## config.mk

```make
export PLATFORM = sky130hd
export DESIGN_NAME = irq_dispatch
export DESIGN_NICKNAME = d
export VERILOG_FILES = /design/src/rtl/irq_dispatch_pkg.sv /design/src/rtl/irq_level_gate.sv /design/src/rtl/irq_vector_gen.sv /design/src/rtl/irq_save_bank.sv /design/src/rtl/irq_dispatch.sv
export SDC_FILE = /design/constraint.sdc
export NUM_CORES = 1
export LEC_CHECK = 0
export ABC_AREA = 1
export BUFFER_PORTS_ARGS = -buffer_cell sky130_fd_sc_hd__buf_2
export CORE_AREA = 2 2 264 266
export CTS_CLUSTER_DIAMETER = 120
export DETAILED_ROUTE_END_ITERATION = 6
export DIE_AREA = 0 0 266 268
export GPL_TIMING_DRIVEN = 0
export HOLD_SLACK_MARGIN = 0.15
export MAX_ROUTING_LAYER = met4
export PLACE_DENSITY_LB_ADDON = 0.1
export SYNTH_ARGS = -nofsm -noshare
export SYNTH_HDL_FRONTEND = slang
export SYNTH_SLANG_ARGS = --single-unit
```

## constraint.sdc

```tcl
create_clock -name clk -period 10.75 [get_ports clk]
set_input_delay 2.15 -clock clk [delete_from_list [all_inputs] [get_ports clk]]
set_output_delay 2.15 -clock clk [all_outputs]
set_load 0.01 [all_outputs]
```

## src/rtl/irq_dispatch_pkg.sv

```systemverilog
`timescale 1ns/1ps
package irq_dispatch_pkg;

   localparam int PS_W        = 8;
   localparam int LVL_W       = 4;
   localparam int PS_EXCM_BIT = 4;
   localparam int PS_UM_BIT   = 5;

   typedef enum logic [2:0] {
      RT_NONE,
      RT_HIGH,
      RT_KERNEL,
      RT_USER,
      RT_DOUBLE
   } route_e;

   // effective current level: field value, lifted by exception mode
   function automatic logic [LVL_W-1:0] eff_level(input logic [PS_W-1:0] ps,
                                                   input logic [LVL_W-1:0] excm_lvl);
      logic [LVL_W-1:0] f;
      f = ps[LVL_W-1:0];
      if (ps[PS_EXCM_BIT] && (f < excm_lvl)) return excm_lvl;
      return f;
   endfunction

endpackage

```

## src/rtl/irq_level_gate.sv

```systemverilog
`timescale 1ns/1ps
module irq_level_gate
   import irq_dispatch_pkg::*;
#(
   parameter int NUM_LEVELS = 6,
   parameter int NUM_LINES  = 32,
   parameter int EXCM_LEVEL = 0
) (
   input  logic                            take_i,
   input  logic [LVL_W-1:0]                level_i,
   input  logic [PS_W-1:0]                 ps_i,
   input  logic [NUM_LINES-1:0]            intset_i,
   input  logic [NUM_LINES-1:0]            intenable_i,
   input  logic [NUM_LEVELS*NUM_LINES-1:0] level_mask_i,
   output logic                            accept_o,
   output route_e                          route_o
);

   localparam logic [LVL_W-1:0] TOP_LVL  = LVL_W'(NUM_LEVELS);
   localparam logic [LVL_W-1:0] EXCM_LVL = LVL_W'(EXCM_LEVEL);

   logic [NUM_LINES-1:0] live;
   logic [NUM_LEVELS:0]  hit;

   assign live   = intset_i & intenable_i;
   assign hit[0] = 1'b0;

   for (genvar l = 1; l <= NUM_LEVELS; l++) begin : g_hit
      assign hit[l] = |(level_mask_i[(l-1)*NUM_LINES +: NUM_LINES] & live);
   end

   logic             hit_sel;
   logic             in_range;
   logic [LVL_W-1:0] cur_lvl;

   always_comb begin
      hit_sel = 1'b0;
      for (int l = 0; l <= NUM_LEVELS; l++) begin
         if (level_i == LVL_W'(l)) hit_sel = hit[l];
      end
      in_range = (level_i <= TOP_LVL);
      cur_lvl  = eff_level(ps_i, EXCM_LVL);
      accept_o = take_i && in_range && (level_i > cur_lvl) && hit_sel;
   end

   always_comb begin
      if (!accept_o)                     route_o = RT_NONE;
      else if (level_i >= LVL_W'(2))     route_o = RT_HIGH;
      else if (ps_i[PS_EXCM_BIT])        route_o = RT_DOUBLE;
      else if (ps_i[PS_UM_BIT])          route_o = RT_USER;
      else                               route_o = RT_KERNEL;
   end

endmodule

```

## src/rtl/irq_vector_gen.sv

```systemverilog
`timescale 1ns/1ps
module irq_vector_gen
   import irq_dispatch_pkg::*;
#(
   parameter int                ADDR_W       = 32,
   parameter bit                RELOCATE     = 1'b1,
   parameter logic [ADDR_W-1:0] VECBASE_RST  = 'h4000_0000,
   parameter logic [ADDR_W-1:0] KERNEL_OFS   = 'h300,
   parameter logic [ADDR_W-1:0] USER_OFS     = 'h340,
   parameter logic [ADDR_W-1:0] DOUBLE_OFS   = 'h3C0,
   parameter logic [ADDR_W-1:0] HIGH_OFS     = 'h180,
   parameter logic [ADDR_W-1:0] LEVEL_STRIDE = 'h40
) (
   input  route_e            route_i,
   input  logic [LVL_W-1:0]  level_i,
   input  logic [ADDR_W-1:0] vecbase_i,
   output logic [ADDR_W-1:0] vec_o
);

   logic [ADDR_W-1:0] base;
   logic [ADDR_W-1:0] ofs;
   logic [LVL_W-1:0]  rank;

   // relocated form: default vector - default base + live base
   if (RELOCATE) begin : g_reloc
      assign base = vecbase_i;
   end else begin : g_fixed
      assign base = VECBASE_RST;
   end

   assign rank = level_i - LVL_W'(2);

   always_comb begin
      case (route_i)
         RT_HIGH:   ofs = HIGH_OFS + ADDR_W'(rank) * LEVEL_STRIDE;
         RT_KERNEL: ofs = KERNEL_OFS;
         RT_USER:   ofs = USER_OFS;
         RT_DOUBLE: ofs = DOUBLE_OFS;
         default:   ofs = '0;
      endcase
      vec_o = base + ofs;
   end

endmodule

```

## src/rtl/irq_save_bank.sv

```systemverilog
`timescale 1ns/1ps
module irq_save_bank
   import irq_dispatch_pkg::*;
#(
   parameter int ADDR_W     = 32,
   parameter int NUM_LEVELS = 6,
   parameter bit HAS_DEPC   = 1'b1
) (
   input  logic                             clk,
   input  logic                             rst_n,
   input  route_e                           route_i,
   input  logic [LVL_W-1:0]                 level_i,
   input  logic [ADDR_W-1:0]                pc_i,
   input  logic [PS_W-1:0]                  ps_i,
   output logic [NUM_LEVELS*ADDR_W-1:0]     epc_o,
   output logic [(NUM_LEVELS-1)*PS_W-1:0]   eps_o,
   output logic [ADDR_W-1:0]                depc_o
);

   localparam bit DBL_TO_EPC1 = !HAS_DEPC;

   for (genvar l = 1; l <= NUM_LEVELS; l++) begin : g_lvl
      logic              wr_slot;
      logic [ADDR_W-1:0] epc_q;

      if (l == 1) begin : g_one
         assign wr_slot = (route_i == RT_KERNEL) || (route_i == RT_USER) ||
                          ((route_i == RT_DOUBLE) && DBL_TO_EPC1);
      end else begin : g_hi
         logic [PS_W-1:0] eps_q;
         assign wr_slot = (route_i == RT_HIGH) && (level_i == LVL_W'(l));
         always_ff @(posedge clk or negedge rst_n) begin
            if (!rst_n)       eps_q <= '0;
            else if (wr_slot) eps_q <= ps_i;
         end
         assign eps_o[(l-2)*PS_W +: PS_W] = eps_q;
      end

      always_ff @(posedge clk or negedge rst_n) begin
         if (!rst_n)       epc_q <= '0;
         else if (wr_slot) epc_q <= pc_i;
      end
      assign epc_o[(l-1)*ADDR_W +: ADDR_W] = epc_q;
   end

   if (HAS_DEPC) begin : g_depc
      logic [ADDR_W-1:0] depc_q;
      always_ff @(posedge clk or negedge rst_n) begin
         if (!rst_n)                     depc_q <= '0;
         else if (route_i == RT_DOUBLE)  depc_q <= pc_i;
      end
      assign depc_o = depc_q;
   end else begin : g_nodepc
      assign depc_o = '0;
   end

endmodule

```

## src/rtl/irq_dispatch.sv

```systemverilog
`timescale 1ns/1ps
module irq_dispatch
   import irq_dispatch_pkg::*;
#(
   parameter int                ADDR_W         = 32,
   parameter int                NUM_LEVELS     = 6,
   parameter int                NUM_LINES      = 32,
   parameter int                EXCM_LEVEL     = 0,
   parameter int                CAUSE_W        = 6,
   parameter int                L1_CAUSE       = 4,
   parameter bit                HAS_INTERRUPTS = 1'b1,
   parameter bit                HAS_DEPC       = 1'b1,
   parameter bit                RELOCATE       = 1'b1,
   parameter logic [ADDR_W-1:0] RESET_VEC      = 'h5000_0000,
   parameter logic [ADDR_W-1:0] VECBASE_RST    = 'h4000_0000,
   parameter logic [ADDR_W-1:0] KERNEL_OFS     = 'h300,
   parameter logic [ADDR_W-1:0] USER_OFS       = 'h340,
   parameter logic [ADDR_W-1:0] DOUBLE_OFS     = 'h3C0,
   parameter logic [ADDR_W-1:0] HIGH_OFS       = 'h180,
   parameter logic [ADDR_W-1:0] LEVEL_STRIDE   = 'h40
) (
   input  logic                             clk,
   input  logic                             rst_n,
   input  logic                             take_i,
   input  logic [3:0]                       pend_level_i,
   input  logic [NUM_LINES-1:0]             intset_i,
   input  logic [NUM_LINES-1:0]             intenable_i,
   input  logic [NUM_LEVELS*NUM_LINES-1:0]  level_mask_i,
   input  logic                             pc_wr_i,
   input  logic [ADDR_W-1:0]                pc_wdata_i,
   input  logic                             ps_wr_i,
   input  logic [7:0]                       ps_wdata_i,
   input  logic                             vb_wr_i,
   input  logic [ADDR_W-1:0]                vb_wdata_i,
   output logic [ADDR_W-1:0]                pc_o,
   output logic [7:0]                       ps_o,
   output logic [NUM_LEVELS*ADDR_W-1:0]     epc_o,
   output logic [(NUM_LEVELS-1)*8-1:0]      eps_o,
   output logic [ADDR_W-1:0]                depc_o,
   output logic [CAUSE_W-1:0]               exccause_o,
   output logic [ADDR_W-1:0]                vecbase_o,
   output logic                             taken_o
);

   localparam logic [PS_W-1:0]    PS_RST   = HAS_INTERRUPTS ? 8'h1F : 8'h10;
   localparam logic [CAUSE_W-1:0] CAUSE_L1 = CAUSE_W'(L1_CAUSE);

   // elaboration-time parameter checks
   if (NUM_LEVELS < 2 || NUM_LEVELS > 15) begin : g_bad_levels
      $error("irq_dispatch: NUM_LEVELS must lie in 2..15");
   end
   if (EXCM_LEVEL < 0 || EXCM_LEVEL > NUM_LEVELS) begin : g_bad_excm
      $error("irq_dispatch: EXCM_LEVEL must lie in 0..NUM_LEVELS");
   end
   if (NUM_LINES < 1) begin : g_bad_lines
      $error("irq_dispatch: NUM_LINES must be positive");
   end
   if (ADDR_W < 16) begin : g_bad_addr
      $error("irq_dispatch: ADDR_W must be at least 16");
   end
   if (L1_CAUSE >= (1 << CAUSE_W)) begin : g_bad_cause
      $error("irq_dispatch: L1_CAUSE does not fit CAUSE_W");
   end

   logic [ADDR_W-1:0]  pc_q;
   logic [PS_W-1:0]    ps_q;
   logic [ADDR_W-1:0]  vb_q;
   logic [LVL_W-1:0]   pend_q;
   logic [CAUSE_W-1:0] cause_q;
   logic               taken_q;

   logic               accept;
   route_e             route;
   logic [ADDR_W-1:0]  vec;
   logic [PS_W-1:0]    ps_nxt;

   irq_level_gate #(
      .NUM_LEVELS (NUM_LEVELS),
      .NUM_LINES  (NUM_LINES),
      .EXCM_LEVEL (EXCM_LEVEL)
   ) u_gate (
      .take_i       (take_i),
      .level_i      (pend_q),
      .ps_i         (ps_q),
      .intset_i     (intset_i),
      .intenable_i  (intenable_i),
      .level_mask_i (level_mask_i),
      .accept_o     (accept),
      .route_o      (route)
   );

   irq_vector_gen #(
      .ADDR_W       (ADDR_W),
      .RELOCATE     (RELOCATE),
      .VECBASE_RST  (VECBASE_RST),
      .KERNEL_OFS   (KERNEL_OFS),
      .USER_OFS     (USER_OFS),
      .DOUBLE_OFS   (DOUBLE_OFS),
      .HIGH_OFS     (HIGH_OFS),
      .LEVEL_STRIDE (LEVEL_STRIDE)
   ) u_vec (
      .route_i   (route),
      .level_i   (pend_q),
      .vecbase_i (vb_q),
      .vec_o     (vec)
   );

   irq_save_bank #(
      .ADDR_W     (ADDR_W),
      .NUM_LEVELS (NUM_LEVELS),
      .HAS_DEPC   (HAS_DEPC)
   ) u_bank (
      .clk     (clk),
      .rst_n   (rst_n),
      .route_i (route),
      .level_i (pend_q),
      .pc_i    (pc_q),
      .ps_i    (ps_q),
      .epc_o   (epc_o),
      .eps_o   (eps_o),
      .depc_o  (depc_o)
   );

   always_comb begin
      ps_nxt = ps_q;
      ps_nxt[PS_EXCM_BIT] = 1'b1;
      if (route == RT_HIGH) ps_nxt[LVL_W-1:0] = pend_q;
   end

   always_ff @(posedge clk or negedge rst_n) begin
      if (!rst_n) begin
         pc_q    <= RESET_VEC;
         ps_q    <= PS_RST;
         vb_q    <= VECBASE_RST;
         pend_q  <= '0;
         cause_q <= '0;
         taken_q <= 1'b0;
      end else begin
         pend_q  <= pend_level_i;
         taken_q <= accept;
         if (vb_wr_i) vb_q <= vb_wdata_i;
         if (accept) begin
            pc_q <= vec;
            ps_q <= ps_nxt;
            if (route != RT_HIGH) cause_q <= CAUSE_L1;
         end else begin
            if (pc_wr_i) pc_q <= pc_wdata_i;
            if (ps_wr_i) ps_q <= ps_wdata_i;
         end
      end
   end

   assign pc_o       = pc_q;
   assign ps_o       = ps_q;
   assign vecbase_o  = vb_q;
   assign exccause_o = cause_q;
   assign taken_o    = taken_q;

endmodule

```

# Word level (Yosys, flattened, before mapping)
# Index checks and enable logic that the tools add are counted.
[op_classes]
addsub = 3
n_lt_le_gt_ge = 4
n_eq_ne = 12
n_mux = 19
bitwise_logic = 8
n_reduce_logical = 21
[ops]
columns = ["operator", "count"]
rows = [
  ["$and A32 B32 Y32", 7],
  ["$reduce_or A32 Y1", 6],
  ["$pmux W32 S4", 1],
  ["$mux W32", 2],
  ["$add A32 B32 Y32", 1],
  ["$eq A4 B3 Y1 const B", 3],
  ["$mux W4", 3],
  ["$add A9 B10 Y11 const A", 1],
  ["$mux W5", 2],
  ["$logic_and A1 B1 Y1", 9],
  ["$mux W3", 3],
  ["$eq A4 B2 Y1 const B", 2],
  ["$mux W1", 8],
  ["$eq A3 B2 Y1 const B", 2],
  ["$reduce_and A2 Y1", 3],
  ["$eq A4 B1 Y1 const B", 1],
  ["$ge A4 B2 Y1 const B", 1],
  ["$gt A4 B4 Y1", 1],
  ["$le A4 B3 Y1 const B", 1],
  ["$lt A4 B1 Y1 const B", 1],
  ["$reduce_bool A2 Y1", 2],
  ["$sub A4 B2 Y4 const B", 1],
  ["$eq A3 B1 Y1 const B", 1],
  ["$eq A3 B3 Y1 const B", 1],
  ["4 further kinds", 4],
]
[totals]
reg_bits = 342
input_bits = 338
out_inout_bits = 343
elab_cells = 87

# Longest topological paths before layout
[logic_depth]
ltp_word = 15
mapped_depth = 31
mapped_depth_nobuf = 30

# Hierarchy
# From an unflattened synthesis, not the netlist that was laid out.
[hier_totals]
cells_unflattened = 2102
hier_area_um2 = 16519.6
[modules_own_cells]
columns = ["module", "n_inst", "cells_per_inst", "area_per_inst_um2", "seq_area_each_um2"]
rows = [
  ["irq_save_bank", 1, 1125, 10242.3, 6606.3],
  ["irq_dispatch", 1, 306, 3160.5, 1961.9],
  ["irq_level_gate", 1, 434, 1931.9, 0.0],
  ["irq_vector_gen", 1, 237, 1184.9, 0.0],
]

# Worst setup path before layout
# OpenSTA, ideal clock, no wires.
[synth_path]
path_kind = "input to register"
startpoint = "in intset_i[28]"
endpoint = "reg pc_q[30] (netlist: pc_o[30])"
setup_ps = 77
arrival_time_ps = 5273
required_time_ps = 10673
setup_slack_ps = 5400
cell_stages = 26
n_path_buf = 2
cell_sequence = "nand2_1 -> inv_1 -> nand2_1 -> o2111ai_1 -> or2_2 -> nor2_1 -> nand3_1 -> nand2_1 -> inv_2 -> nand2_4 -> nand2_4 -> nand2_4 -> buf_6 -> buf_4 -> a21oi_1 -> ha_1 -> nand3_1 -> nand2_1 -> nand2_1 -> a21oi_1 -> nand3_1 -> nor3_1 -> nand4_1 -> xor2_1 -> o21ai_1 -> nand2_1"
[synth_via]
elab_chain_cells = 15
word_cells_on_any_way = 29
cone_classes = "add/sub: 1; eq/ne: 4; mux: 9; bitwise: 7; reduce/logical: 8"
[synth_lines]
columns = ["item", "line_no", "rtl"]
rows = [
  ["start, declared", "irq_dispatch.sv:26", "input logic [NUM_LINES-1:0] intset_i,"],
  ["$and A32 B32 Y32 (*)", "irq_level_gate.sv:25", "assign live = intset_i & intenable_i;"],
  ["$and A32 B32 Y32", "irq_level_gate.sv:29", "assign hit[l] = |(level_mask_i[(l-1)*NUM_LINES +: NUM_LINES] & live);"],
  ["$reduce_or A32 Y1", "irq_level_gate.sv:29", ""],
  ["$mux W1 (5 in a row)", "irq_level_gate.sv:39", "if (level_i == LVL_W'(l)) hit_sel = hit[l];"],
  ["$mux W1 (*)", "irq_level_gate.sv:39", ""],
  ["$logic_and A1 B1 Y1 (*)", "irq_level_gate.sv:43", "accept_o = take_i && in_range && (level_i > cur_lvl) && hit_sel;"],
  ["$mux W3", "irq_level_gate.sv:47", "if (!accept_o) route_o = RT_NONE;"],
  ["$eq A3 B3 Y1 (tied with other cells)", "n/a", ""],
  ["$pmux W32 S4", "irq_vector_gen.sv:34", "case (route_i)"],
  ["$add A32 B32 Y32", "irq_vector_gen.sv:41", "vec_o = base + ofs;"],
  ["$mux W32", "irq_dispatch.sv:142", "if (accept) begin"],
  ["end signal, assigned", "irq_dispatch.sv:143", "pc_q <= vec;"],
  ["end signal, assigned", "irq_dispatch.sv:147", "if (pc_wr_i) pc_q <= pc_wdata_i;"],
  ["end, declared", "irq_dispatch.sv:65", "logic [ADDR_W-1:0] pc_q;"],
]
# Every way passes the cells marked *; elsewhere a longest branch is shown, timed or not.
# A chain may end at the register's enable or synchronous reset.

# Final worst setup path
[layout_path]
startpoint = "in intset_i[4]"
endpoint = "reg pc_q[31] (netlist: pc_o[31])"
# The elaborated chain is that of the path after synthesis.

==> results.py <==
metrics = {
    "placed_design": {
        "io_buffers": 673,
        "gp_congestion": 0.968,
        "hpwl_microns": 65500,
        "post-place-ws_ps": 3450,
    },
    "final_layout": {
        "layout_commonest_cell": "buf_2",
        "area_growth_pct": 39.0,
        "drive_above_1_share_pct": 32.6,
        "layout.nets": 2875,
        "seq_area_sq_mm": 0.00857,
        "multi_input_comb_area_sq_mm": 0.00596,
        "fillers": 7528,
        "final_cell_mix": "buf_2, nand2_1, dfrtp_1",
    },
    "worst_setup_path": {
        "crit_required_ps": 11190,
        "reg2reg_slack_ps": 5580,
        "cp-start-kind": "primary input",
        "end_kind": "flip-flop",
        "crit_type": "in2reg",
        "critPathMaxFanout": 10,
        "crit_top_cell": "nand2_1",
        "max_stage_delay_ps": 450,
        "worst_path_max_delay_cell": "clkbuf_1",
        "arrival_ps": 7040,
    },
    "sta": {
        "skew_ps": 21.9,
        "slew_violations": 0,
        "fin_setup_tns_ps": 0,
        "rsz0062_at_grt": "no",
        "final-setup-viol-count": 0,
        "worstMarginPinSlew_ps": 999,
        "setup_ws_ps": 4160,
        "period_needed_ps": 6590,
        "max_freq_mhz": 152,
        "relSlewSlack_pct": 33.4,
        "finalHoldViolCount": 0,
        "period_share_pct": 61.3,
    },
    "job": {
        "drv_cap": 0,
    },
    "power_and_ir_drop": {
        "power_leakage_nw": 11.8,
        "power_density_mw_per_mm2": 163,
        "vdd_drop_max_mv": 0.0956,
    },
    "clock_tree": {
        "cts_setup_buffers": 0,
        "cts_tree": "done",
        "htree_levels": 2,
        "clock_path_buffers": 3,
        "clk_pin_slew_ps": 60,
        "cts_repair_resize_count": 0,
        "numCtsBuffers": 42,
        "clkSinkCount": 342,
        "insertion_delay_ps": 560,
        "root_buffer": "clkbuf_16",
        "holdBufCountCts": 0,
    },
    "die": {
        "rows": 96,
        "dieHeight_microns": 268,
        "die_w_microns": 266,
        "initial_core_util_pct": 22.5,
        "coreArea_sq_mm": 0.0682,
        "die-area_sq_mm": 0.0713,
        "ios": 681,
    },
    "outcome": {
        "status": "finished, final reports clean",
    },
    "detailed_routing": {
        "drc_errors": 0,
        "drtPass1Iterations": 5,
        "wl_per_cell_microns": 23.4,
        "dr_total_vias": 15700,
        "ant_nets": 0,
        "dr.first_iter.drc_count": 1119,
        "wirelength_microns": 80900,
        "vias_per_cell": 4.56,
    },
    "global_routing": {
        "overflow": 0,
        "track_usage_pct": 22.9,
        "grt_antenna_before_repair": 20,
        "grt_pass1_wl_microns": 115000,
        "grt_pass1_vias": 16400,
        "grt_start_max_net_pins": 115,
    },
    "synthesis": {
        "post_synth_inst_count": 1800,
        "yosys_warnings": 0,
        "synth_cell_types": 45,
        "syn_area_per_cell_sq_um": 8.54,
        "seq_area_frac_synth_pct": 55.7,
        "syn_area_sq_mm": 0.0154,
        "synth_seq_cells": 342,
    },
    "min_path": {
        "hp-class": "reg2reg",
    },
}
==> layout make-up <==
cell class / count / area share (%)
timing repair buffer: 676 / 16.2
tap: 882 / 5.16
buffer: 82 / 2.00
inverter: 118 / 2.07
clock buffer: 61 / 5.72
multi-input combinational: 1262 / 27.9
antenna: 16 / 0.187
clock inverter: 11 / 0.697
sequential: 342 / 40.1
==> worst paths after layout <==
path,start,end,cells after the start
min in group asynchronous,rst_n,u_bank.g_lvl[3].epc_q[2],1
min reg2reg,u_bank.g_lvl[2].epc_q[29],u_bank.g_lvl[2].epc_q[29],2
max,intset_i[4],pc_o[31],29
max in group asynchronous,rst_n,u_bank.g_lvl[5].epc_q[16],3
max reg2reg,ps_o[3],pc_o[18],22
min,u_bank.g_lvl[2].epc_q[29],u_bank.g_lvl[2].epc_q[29],2
==> critical path, delay by kind of cell <==
family	cells	cell delay, ps
simple gates	21	3220
buf+inv	4	760
compound gates	2	430
fa+ha+maj	1	320
xor+xnor	1	150
==> cell usage after synthesis (all sizes together) <==
master / instances / area share [%]
nand2: 647 / 16
dfrtp: 334 / 54
o21ai: 313 / 10
nand3: 128 / 4.2
inv: 118 / 2.9
buf: 45 / 1.9
nor2: 38 / 0.96
clkbuf: 37 / 0.92
xor2: 23 / 1.3
nand4: 21 / 1.1
nor3: 19 / 0.65
mux2: 15 / 1.1
ha: 12 / 0.98
o2111ai: 10 / 0.57
a21oi: 9 / 0.37
dfstp: 8 / 1.4
nor4: 5 / 0.20
a22o: 2 / 0.11
a32o: 2 / 0.13
xnor2: 2 / 0.11
a211oi: 1 / 0.049
a21boi: 1 / 0.049
a221oi: 1 / 0.057
a311oi: 1 / 0.057
conb: 1 / 0.024
fa: 1 / 0.13
mux2i: 1 / 0.065
nand3b: 1 / 0.049
o2111a: 1 / 0.073
o21bai: 1 / 0.049
or2: 1 / 0.041
or4: 1 / 0.049
==> routing by layer <==
layer	global-route usage, %	vias up	part of all wire (%)
li1	-	7366	-
met1	27.3	7659	41
met2	38.9	573	50
met3	3.62	120	5.1
met4	8.88	0	3.4
met5	-	-	0
==> report_power, final <==
group / switching [mW] / internal [mW] / leakage (nW)
combinational: 0.362 / 0.197 / 6.50
clock: 0.575 / 0.859 / 0.678
sequential: 0.0918 / 1.39 / 4.58
total: 1.03 / 2.44 / 11.8
==> sequential cells by signal, summed over array words and instances (netlist names) <==
name                     cells
exccause_o                   1
pend_q                       4
u_bank.g_lvl.g_hi.eps_q     40
pc_o                        32
vecbase_o                   32
ps_o                         8
u_bank.depc_o               32
u_bank.g_lvl.epc_q         192
taken_o                      1
==> cells by family after synthesis <==
logic type      Yosys count  share of synthesized area (%)
compound gates          342                           11.7
xor+xnor                 25                           1.42
fa+ha+maj                13                           1.11
buf+inv                 200                           5.65
flops                   342                           55.7
mux                      16                           1.16
other cells               1                         0.0244
simple gates            861                           23.2
==> metrics by stage <==
stage	instance area [sq um]	power, mW	utilization [%]	hold WS [ps]	instances
floorplan	15400	1.70	-	481	1804
global route	21400	3.63	31.3	499	3449
finish	21400	3.47	31.3	477	3450
detailed placement	20000	2.07	29.3	465	3362
CTS	21300	3.52	31.3	478	3434
global placement	19900	2.07	29.1	462	3359
No activity file was read; power rests on OpenSTA's default activity.
